## src/rtl/irq_collector.sv

```systemverilog
module irq_collector #(
  parameter int N_ALARM = 8,
  parameter int N_EVENT = 8,
  parameter int DATA_W  = 8
) (
  input  logic               clk,
  input  logic               rst_n,
  input  logic [N_ALARM-1:0] alarm_in,
  input  logic [N_EVENT-1:0] event_in,
  input  logic [N_ALARM-1:0] alarm_mask,
  input  logic [N_EVENT-1:0] event_mask,
  input  logic               rd_en,
  input  logic               rd_sel,
  output logic [DATA_W-1:0]  rd_data,
  output logic               irq_n
);

  logic [N_ALARM-1:0] alarm_q, a_pend, a_chg;
  logic [N_EVENT-1:0] e_pend;
  logic               clr_a, clr_e;
  logic [DATA_W-1:0]  word;

  assign a_chg = alarm_in ^ alarm_q;
  assign clr_a = rd_en && !rd_sel;
  assign clr_e = rd_en && rd_sel;

  always_ff @(posedge clk or negedge rst_n) begin
    if (!rst_n) begin
      alarm_q <= '0;
      a_pend  <= '0;
      e_pend  <= '0;
    end else begin
      alarm_q <= alarm_in;
      a_pend  <= (clr_a ? '0 : a_pend) | a_chg;
      e_pend  <= (clr_e ? '0 : e_pend) | event_in;
    end
  end

  always_comb begin
    word = '0;
    if (rd_sel) word[N_EVENT-1:0] = e_pend | event_in;
    else        word[N_ALARM-1:0] = alarm_in;
  end

  always_ff @(posedge clk or negedge rst_n) begin
    if (!rst_n)     rd_data <= '0;
    else if (rd_en) rd_data <= word;
  end

  assign irq_n = ~(|(a_pend & ~alarm_mask) | |(e_pend & ~event_mask));

  p_reset_quiet_r1: assert property (@(posedge clk) !rst_n |-> irq_n && rd_data == '0);

  p_alarm_edge_r2: assert property (@(posedge clk) disable iff (!rst_n)
    (a_chg != '0) |=> ((a_pend & $past(a_chg)) == $past(a_chg)));

  p_alarm_ack_r4: assert property (@(posedge clk) disable iff (!rst_n)
    (clr_a && a_chg == '0) |=> a_pend == '0);

  p_event_latch_r5: assert property (@(posedge clk) disable iff (!rst_n)
    (event_in != '0) |=> ((e_pend & $past(event_in)) == $past(event_in)));

  p_event_ack_r6: assert property (@(posedge clk) disable iff (!rst_n)
    (clr_e && event_in == '0) |=> e_pend == '0);

  p_keep_events_r7: assert property (@(posedge clk) disable iff (!rst_n)
    clr_a |=> ((e_pend & $past(e_pend)) == $past(e_pend)));

  p_keep_alarms_r7: assert property (@(posedge clk) disable iff (!rst_n)
    clr_e |=> ((a_pend & $past(a_pend)) == $past(a_pend)));

  p_rdata_hold_r11: assert property (@(posedge clk) disable iff (!rst_n)
    !rd_en |=> $stable(rd_data));

endmodule

```

## config.mk

```make
export PLATFORM = sky130hd
export DESIGN_NAME = irq_collector
export DESIGN_NICKNAME = d
export VERILOG_FILES = /design/src/rtl/irq_collector.sv
export SDC_FILE = /design/constraint.sdc
export NUM_CORES = 1
export LEC_CHECK = 0
export ABC_AREA = 1
export CAP_MARGIN = 10
export CORE_UTILIZATION = 33
export CTS_CLUSTER_SIZE = 30
export DETAILED_ROUTE_END_ITERATION = 8
export SYNTH_ARGS = -nofsm -noshare
export SYNTH_HDL_FRONTEND = slang
export SYNTH_SLANG_ARGS = --single-unit
```

## constraint.sdc

```tcl
create_clock -name clk -period 0.8 [get_ports clk]
set_input_delay 0.08 -clock clk [delete_from_list [all_inputs] [get_ports clk]]
set_output_delay 0.08 -clock clk [all_outputs]
set_load 0.01 [all_outputs]
```

==> flow_metrics.env <==
export IMPL_rsz0062_at_grt="yes"
export IMPL_ctsRootBufferMaster="clkbuf_8"
export IMPL_fill_cells=371
export IMPL_vias=1204
export IMPL_start_kind="flip-flop"
export IMPL_crit_chain="nand2_1 > o21ai_0 > nor2_1 > nand2_1 > nor2_2 > buf_2"
export IMPL_die_height_um=66.29
export IMPL_row_count=23
export IMPL_leakagePower_nw=1.045
export IMPL_die_area_um2=4394
export IMPL_cp_end_kind="output port"
export IMPL_grt_overflow_total=0
export IMPL_tightest_slew_ps=257.5
export IMPL_min_period_ps=1299
export IMPL_critPathTopFamily="flip-flops"
export IMPL_finalMaxSlewViolations=0
export IMPL_rrSetupSlack_ps=-20
export IMPL_critPathKind="reg -> out"
export IMPL_cp_required_ps=720
export IMPL_status="complete, but fails checks"
export IMPL_htree_levels=2
export IMPL_drt_iter0_drc=23
export IMPL_area_delta_synth_final_pct=60.18
export IMPL_power_density_nw_per_um2=1886
export IMPL_layout_common_cells="45 x nand2_1, 33 x clkdlybuf4s50_1, 32 x dfrtp_1, 16 x inv_1, 14 x buf_4"
export IMPL_start_util=0.3434
export IMPL_crit_fanout=2
export IMPL_layout_commonest_cell="nand2_1"
export IMPL_dr_pass1_iters=4
export IMPL_slowest_stage="dfrtp_1"
export IMPL_grt_pass1_wl_um=5375
export IMPL_clkLatencyLatePin_ps=290
export IMPL_antenna_left=0
export IMPL_maxCapViolations=0
export IMPL_grt_max_degree=33
export IMPL_dpl_hpwl_um=2403
export IMPL_antenna_cells=0
export IMPL_timing_hold_ws_ps=147.0
export IMPL_mappedNetlistArea_um2=1364
export IMPL_syn_nets=184
export IMPL_multi_input_area_um2=525.5
export IMPL_rr_worst_depth=3
export IMPL_fmax_mhz=770.1
export IMPL_numClockSinks=32
export IMPL_vias_per_cell=4.443
export IMPL_port_buffers=44
export IMPL_synth_avg_cell_area_um2=9.215
export IMPL_antenna_found_initial=0
export IMPL_cts_buffers_inserted=5
export IMPL_coreArea_um2=3971
export IMPL_fin_ws_ps=-498.6
export IMPL_grt_usage=0.1716
export IMPL_cts_tree="yes"
export IMPL_path_common_cell="nand2_1"
export IMPL_io_pin_count=45
export IMPL_cp_num_buf_inv=1
export IMPL_r2r_start="e_pend[0]"
export IMPL_r2r_end="rd_data[0]"
export IMPL_hold_class="in -> async"
export IMPL_finalSetupViolCount=14
export IMPL_routed_wl_um=3288
export IMPL_layout_drive_gt1_share=0.2624
export IMPL_synth_seq_area_share=0.5872
export IMPL_synthDistinctLibCells=15
export IMPL_die_w_um=66.29
export IMPL_yosys_warnings=0
export IMPL_slew_headroom=0.8281
export IMPL_clk_pin_slew_ps=70
export IMPL_drcViolationCount=0
export IMPL_fin_nets=256
export IMPL_gp_congestion=0.7713
export IMPL_grt_pass1_vias=1206
export IMPL_clockBufferDepth=2
export IMPL_cpPeakStageDelay_ps=390
export IMPL_violations="negative setup slack"
export IMPL_hold_viol_final=0
export IMPL_wl_per_cell_um=12.13
export IMPL_finalCritPeriodShare=1.623
export IMPL_fin_skew_ps=7.282
export IMPL_hold_buffers=0
export IMPL_critical_path_arrival_ps=1220
export IMPL_register_area_um2=800.8
export IMPL_fin_setup_tns_ps=-1230
export IMPL_ir_worst_vdd_mv=1.088
export IMPL_syn_inst=148
export IMPL_synth_ff_latch_count=32
==> what timing repair did <==
action                                 CTS  global route
endpoints found under the hold margin    0             0
setup buffers                            6             2
pin swaps                                8            16
gates cloned                             0             0
resized for setup                       54            10
setup endpoints to repair               33            24
==> synth_stat cells <==
master / number / area, µm²
a21o_1: 7 / 52.55
buf_6: 1 / 11.26
xnor2_1: 8 / 70.07
o21ai_0: 13 / 65.06
nor2_4: 1 / 11.26
inv_1: 16 / 60.06
nand2_1: 48 / 180.2
buf_4: 1 / 7.510
nor2_1: 5 / 18.77
nand2_4: 1 / 11.26
nand3_1: 8 / 40.04
inv_2: 2 / 7.510
o21bai_1: 1 / 7.510
dfrtp_1: 32 / 800.8
o21ai_1: 4 / 20.02
==> metal layers <==
layer	vias up	GRT usage	part of all wire
met5	-	0	0
met4	0	0.06383	0.016
met3	6	0.06552	0.050
met2	28	0.2844	0.52
met1	561	0.1998	0.42
li1	609	-	-
==> flip-flops by register name (all words and copies together), names as in the netlist <==
| signal | cells |
|---|---|
| a_pend | 8 |
| rd_data | 8 |
| e_pend | 8 |
| alarm_q | 8 |
==> stage by stage <==
step	cells	area [µm²]	total power, mW	worst slack, ps	utilization
after floorplan	148	1366	2.105	-21.55	-
after global placement	259	2018	2.568	-811.1	0.5082
after detailed placement	259	2018	2.587	-821.1	0.5082
after CTS	271	2153	4.126	-513.1	0.5422
after global routing	271	2185	4.325	-582.4	0.5501
final	271	2185	4.120	-498.6	0.5501
==> kinds of logic (layout without fill, tap and decap cells) <==
family                 Yosys count  after routing  share of synthesized area
flip-flops                      32             32                     0.5872
XOR/XNOR                         8              8                    0.05138
AO/OA/AOI/OAI                   25             25                     0.1064
buffers and inverters           20             93                    0.06331
AND/OR/NAND/NOR                 63             63                     0.1917
==> worst reg2reg max path, delay by kind of cell, from the launching register on <==
kind	cells	cell delay, ps
flops	1	380
buf+inv	1	140
compound gates	1	110
simple gates	1	70
==> power breakdown <==
part	total (mW)	internal [mW]	switching, mW
Clock	1.54	0.921	0.616
Combinational	0.760	0.430	0.329
Sequential	1.82	1.75	0.0711
==> worst max-delay path by stage <==
| stage | from | end | depth (start not counted) |
|---|---|---|---|
| global route | e_pend[0] | irq_n | 6 |
| floorplan | e_pend[0] | irq_n | 5 |
| CTS | a_pend[5] | irq_n | 6 |
| global placement | alarm_mask[6] | irq_n | 8 |
| finish | e_pend[7] | irq_n | 6 |
| detailed placement | event_mask[1] | irq_n | 8 |
==> layout make-up <==
| class | instances | area share |
|---|---|---|
| clock buffers | 5 | 0.03150 |
| clock inverters | 3 | 0.01947 |
| inverters | 18 | 0.03093 |
| multi-input cells | 96 | 0.2405 |
| flip-flops and latches | 32 | 0.3666 |
| well taps | 50 | 0.02864 |
| repair buffers | 67 | 0.2824 |
(Power assumes the default switching activity.)
